File: src/rtl/lb_pkg.sv
package lb_pkg;

    typedef struct packed {
        logic armed;
        logic en;
        logic tmo;
    } lb_ctrl_t;

    localparam int unsigned LB_NUM_COMP = 2;
    localparam int unsigned LB_IDX_LO   = 0;
    localparam int unsigned LB_IDX_HI   = 1;

endpackage

File: src/rtl/lb_input_filter.sv
module lb_input_filter #(
    parameter int unsigned SYNC_STAGES = 2,
    parameter logic        RST_VAL     = 1'b1
) (
    input  logic clk_i,
    input  logic rst_ni,
    input  logic raw_i,
    output logic level_o
);
    localparam int unsigned MSB = SYNC_STAGES - 1;

    typedef struct packed {
        logic [MSB:0] sync;
        logic         prev;
        logic         level;
    } filt_t;

    filt_t st_d, st_q;

    always_comb begin
        st_d      = st_q;
        st_d.sync = {st_q.sync[MSB-1:0], raw_i};
        st_d.prev = st_q.sync[MSB];
        if (st_q.sync[MSB] == st_q.prev) begin
            st_d.level = st_q.sync[MSB];
        end
    end

    always_ff @(posedge clk_i or negedge rst_ni) begin
        if (!rst_ni) begin
            st_q <= '{sync: {SYNC_STAGES{RST_VAL}}, prev: RST_VAL, level: RST_VAL};
        end else begin
            st_q <= st_d;
        end
    end

    assign level_o = st_q.level;

endmodule

File: src/rtl/lb_pulse_timer.sv
module lb_pulse_timer #(
    parameter int unsigned PULSE_CYCLES = 500,
    localparam int unsigned CNT_W = $clog2(PULSE_CYCLES + 1)
) (
    input  logic clk_i,
    input  logic rst_ni,
    input  logic start_i,
    input  logic run_i,
    output logic last_o
);
    localparam logic [CNT_W-1:0] LAST_VAL = CNT_W'(PULSE_CYCLES - 1);

    logic [CNT_W-1:0] cnt_d, cnt_q;

    always_comb begin
        cnt_d = cnt_q;
        if (start_i) begin
            cnt_d = '0;
        end else if (run_i && (cnt_q != LAST_VAL)) begin
            cnt_d = cnt_q + 1'b1;
        end
    end

    always_ff @(posedge clk_i or negedge rst_ni) begin
        if (!rst_ni) begin
            cnt_q <= '0;
        end else begin
            cnt_q <= cnt_d;
        end
    end

    assign last_o = (cnt_q == LAST_VAL);

endmodule

File: src/rtl/line_boost_ctrl.sv
module line_boost_ctrl
    import lb_pkg::*;
#(
    parameter int unsigned CLK_PERIOD_PS = 4000,
    parameter int unsigned PULSE_NS      = 2000,
    parameter int unsigned SYNC_STAGES   = 2
) (
    input  logic clk_i,
    input  logic rst_ni,
    input  logic above_lo_i,
    input  logic above_hi_i,
    output logic boost_en_o,
    output logic boost_tmo_o
);
    localparam int unsigned PULSE_CYCLES =
        (PULSE_NS * 1000 + CLK_PERIOD_PS - 1) / CLK_PERIOD_PS;

    logic [LB_NUM_COMP-1:0] raw;
    logic [LB_NUM_COMP-1:0] lvl;
    logic                   lo_f, hi_f;
    logic                   tmr_start, tmr_last;
    lb_ctrl_t               ctl_d, ctl_q;

    assign raw[LB_IDX_LO] = above_lo_i;
    assign raw[LB_IDX_HI] = above_hi_i;

    for (genvar g = 0; g < LB_NUM_COMP; g++) begin : g_filt
        lb_input_filter #(
            .SYNC_STAGES (SYNC_STAGES),
            .RST_VAL     (1'b1)
        ) u_filt (
            .clk_i   (clk_i),
            .rst_ni  (rst_ni),
            .raw_i   (raw[g]),
            .level_o (lvl[g])
        );
    end

    assign lo_f = lvl[LB_IDX_LO];
    assign hi_f = lvl[LB_IDX_HI];

    always_comb begin
        ctl_d     = ctl_q;
        tmr_start = 1'b0;
        if (!lo_f) begin
            ctl_d.armed = 1'b1;
            ctl_d.en    = 1'b0;
        end else if (ctl_q.en) begin
            if (hi_f) begin
                ctl_d.en    = 1'b0;
                ctl_d.armed = 1'b0;
            end else if (tmr_last) begin
                ctl_d.en    = 1'b0;
                ctl_d.armed = 1'b0;
                ctl_d.tmo   = 1'b1;
            end
        end else if (ctl_q.armed) begin
            if (hi_f) begin
                ctl_d.armed = 1'b0;
            end else begin
                ctl_d.en  = 1'b1;
                ctl_d.tmo = 1'b0;
                tmr_start = 1'b1;
            end
        end
    end

    always_ff @(posedge clk_i or negedge rst_ni) begin
        if (!rst_ni) begin
            ctl_q <= '0;
        end else begin
            ctl_q <= ctl_d;
        end
    end

    lb_pulse_timer #(
        .PULSE_CYCLES (PULSE_CYCLES)
    ) u_timer (
        .clk_i   (clk_i),
        .rst_ni  (rst_ni),
        .start_i (tmr_start),
        .run_i   (ctl_q.en),
        .last_o  (tmr_last)
    );

    assign boost_en_o  = ctl_q.en;
    assign boost_tmo_o = ctl_q.tmo;

endmodule

File: config.mk
export PLATFORM = sky130hd
export DESIGN_NAME = line_boost_ctrl
export DESIGN_NICKNAME = d
export VERILOG_FILES = /design/src/rtl/lb_pkg.sv /design/src/rtl/lb_input_filter.sv /design/src/rtl/lb_pulse_timer.sv /design/src/rtl/line_boost_ctrl.sv
export SDC_FILE = /design/constraint.sdc
export NUM_CORES = 1
export LEC_CHECK = 0
export BUFFER_PORTS_ARGS = -buffer_cell sky130_fd_sc_hd__buf_2
export CAP_MARGIN = 25
export CORE_MARGIN = 1.5
export CORE_UTILIZATION = 45
export CTS_BUF_LIST = sky130_fd_sc_hd__clkbuf_4 sky130_fd_sc_hd__clkbuf_8
export DETAILED_ROUTE_END_ITERATION = 10
export PLACE_DENSITY = 0.65
export SLEW_MARGIN = 20
export SYNTH_ARGS = -nofsm -noshare
export SYNTH_HDL_FRONTEND = slang
export SYNTH_HIERARCHICAL = 1
export SYNTH_SLANG_ARGS = --single-unit
export TNS_END_PERCENT = 20
File: constraint.sdc
create_clock -name clk_i -period 1.7 [get_ports clk_i]
set_input_delay 0.17 -clock clk_i [delete_from_list [all_inputs] [get_ports clk_i]]
set_output_delay 0.17 -clock clk_i [all_outputs]
set_load 0.005 [all_outputs]
==> summary.txt <==
Run status
  – Status: completed

Detailed routing
  – Routed wire length: around 1400 µm
  – DRT iter0 DRCs: 12
  – Antenna-violating nets left: 0
  – Vias per cell: 5.32
  – # DRC: 0
  – Routed length per instance: 12.4 µm
  – First-pass iteration count of the detailed router: 4
  – Vias: between 500 and 600

Floorplanning
  – IO Pins: 6
  – FP Rows: 15
  – Die width: ~47 µm
  – Initial core utilization: 50.0%
  – Die ar.: ~0.0023 mm²
  – Die height: roughly 47 µm
  – Core area: roughly 0.0018 mm²

Pwr
  – VDD IR max: slightly below 0.0006 V
  – Leak: between 0.4 and 0.5 nW
  – Power density over the cells: 1010 mW/mm²

Synthesis
  – Share of the synthesized area in the top cell type: 33.7%
  – EDFF count, synth: 0
  – Synth cell types: 31
  – Synth Instances: 75
  – Yosys top cell by area: dfrtp_1
  – Synth cell count leaders: 12 x dfrtp_1, 8 x dfstp_2, 6 x a21oi_1, 5 x nand2_1, 5 x nand2b_1
  – Top post-synthesis cells by area: dfrtp_1 34%, dfstp_2 24%, nand2b_1 3.5%
  – Async S/R FF share, synth: 100%
  – Number of synthesized register bits: 20
  – Synth Cell Area: roughly 890 µm²
  – Top_reg_cell synth: dfrtp_1
  – Mapped Nets: 80
  – Yosys warns: 6
  – Most common cell in the synthesized netlist: dfrtp_1
  – Post-synthesis sequential area ratio: between 50% and 60%
  – Mean Syn Cell Area: between 10 and 15 µm²

Clocking
  – Total CTS buffers: 3
  – CTS root buf: clkbuf_4
  – Clock slew seen by the registers of the worst setup and hold paths: about 110 ps
  – Post-CTS setup buffers: 0
  – Clock Path Buffers: 2
  – TritonCTS clock tree: yes
  – Total clock sinks: 20
  – Skew-Pair Late Insertion Delay: ~300 ps
  – H-tree depth: 1

Worst hold path
  – Hold Crit Class: input pin to asynchronous set/reset pin

Critical path
  – Setup CP Type: flop to flop
  – R2R Setup Slk: 160 ps
  – Reg2Reg Depth: 4
  – Kind of start point of the critical path: flop
  – R2r startpoint: u_timer/cnt_q[0]
  – Worst path required time: roughly 1900 ps
  – Largest stage delay, worst path: roughly 400 ps
  – CP Launch Point: u_timer/cnt_q[0]
  – Kind of cell adding the most delay to the critical path: flip-flops
  – Worst-path cell chain: ha_1, nand2_1, o41a_1, mux2_4
  – Slowest cell on the critical path: dfrtp_1
  – CP bufs+invs: 0
  – Setup crit end kind: flop
  – CP Depth: 4
  – Capturing point of the worst reg2reg path: u_timer/cnt_q[0]
  – Arrival time at the worst endpoint: around 1700 ps
  – CP Capture Point: u_timer/cnt_q[0]
  – Crit-path max FO: 5

Final layout
  – Layout cells sized above 1: between 20 and 30%
  – Area Growth Syn to Fin: 13.8%
  – Fillers: ~150
  – Fin nets: 92
  – Fin cells: between 100 and 150
  – Design area: roughly 0.001 mm²
  – Number of diodes: 0

Placed design
  – GPL Wtd Cong: roughly 0.78
  – Placed Area: approximately 950 µm²
  – DPL Wire Length: about 980 µm
  – Placed cells: about 100
  – Post-place setup slack: ~190 ps
  – Count of input and output buffers: 5

GRT
  – Global-route wire length before repair: between 2000 and 3000 µm
  – Vias in the first global route: about 590
  – Grt total ovfl: 0
  – Largest net degree at the start of global routing: 21
  – Antenna violations before repair: 0
  – Tot GR Track Use: between 10% and 20%

Timing
  – Final Skew: 13.1 ps
  – Slew HR: slightly above 70%
  – Fin crit share: around nine tenths
  – Fmax: 0.651 GHz
  – Final setup margin: 164 ps
  – Slew @ Worst Pin: 433 ps
  – Setup violators final: 0
  – Unrepaired setup endpoints after global routing: false
  – Minimum clock period: between 1500 and 2000 ps
  – Final Max Tran Viols: 0
  – Final hold viol count: 0
  – Setup TNS: 0 ps

Job
  – Max Cap Viol: 0
[layout make-up]
type | count | area, µm² | share of cell area [%]
Tap cell | 25 | 31.3 | 3.09
Clock buffer | 4 | 36.3 | 3.58
Sequential cell | 20 | 510 | 50.4
Timing Repair Buffer | 10 | 70.1 | 6.91
Multi-Input combinational cell | 51 | 362 | 35.7
Inverter | 1 | 3.75 | 0.370
[cells by family after synthesis]
group | Yosys count | share of synthesized area (%)
DFF | 20 | 57.3
xor gates and xnor gates | 2 | 1.97
adders and majority gates | 3 | 3.93
muxes | 2 | 2.81
AOI/OAI and AO/OA | 14 | 10.1
and+or+nand+nor | 30 | 21.8
buffers and inverters | 4 | 2.11
[cell usage in the layout, fill, tap and decap left out, drive strengths merged, types with 2 or more instances in the layout]
| cell | count |
|---|---|
| dfrtp | 12 |
| buf | 7 |
| xor2 | 2 |
| nor2 | 4 |
| or3 | 3 |
| a21oi | 6 |
| dfstp | 8 |
| clkbuf | 4 |
| nand2 | 5 |
| nand3 | 2 |
| nand4 | 3 |
| o21ai | 4 |
| nand2b | 5 |
| maj3 | 2 |
| dlygate4sd3 | 3 |
[report_power, final]
part | switching [W] | total (W) | internal (W)
Clock | 0.000140 | 0.000270 | 0.000131
Combinational | 0.0000709 | 0.000164 | 0.0000929
Sequential | 0.0000528 | 0.000586 | 0.000534
Total | 0.000263 | 0.00102 | 0.000757
[state kept, by name (all words and copies together) (netlist names)]
| register | flops |
|---|---|
| boost_tmo_o | 1 |
| g_filt.u_filt/st_d | 4 |
| g_filt.u_filt/level_o | 2 |
| u_timer/cnt_q | 9 |
| boost_en_o | 1 |
| ctl_q | 1 |
| g_filt.u_filt/st_q | 2 |
[per-layer routing]
layer	global-route usage [%]	part of all wire, %	vias to the layer above
met5	0	0	-
met4	8.33	1.8	0
met3	2.26	3.0	4
met2	24.9	42	9
met1	22.2	53	285
li1	-	-	292
[per-stage QoR]
step,total power (W),hold slack [ps],util (%)
finish,0.00102,324,56.8
CTS,0.00103,328,56.8
detailed placement,0.000755,134,53.1
floorplan,0.000713,-126,-
global placement,0.000753,130,53.1
global route,0.00109,369,56.8
[how the worst min path moves through the flow]
stage | endpoint | depth (start not counted) | slack [ps]
floorplan | boost_en_o | 0 | -130
global placement | u_timer/cnt_q[5] | 1 | 130
detailed placement | u_timer/cnt_q[5] | 1 | 130
CTS | u_timer/cnt_q[5] | 2 | 330
global route | u_timer/cnt_q[6] | 2 | 370
finish | u_timer/cnt_q[5] | 2 | 320
[repair_timing]
action                     4_1_cts  5_1_grt
resized for setup                0        0
hold endpoints to repair        14        0
hold buffers                     3        0
setup endpoints to repair        0        0
(Power assumes the default switching activity.)
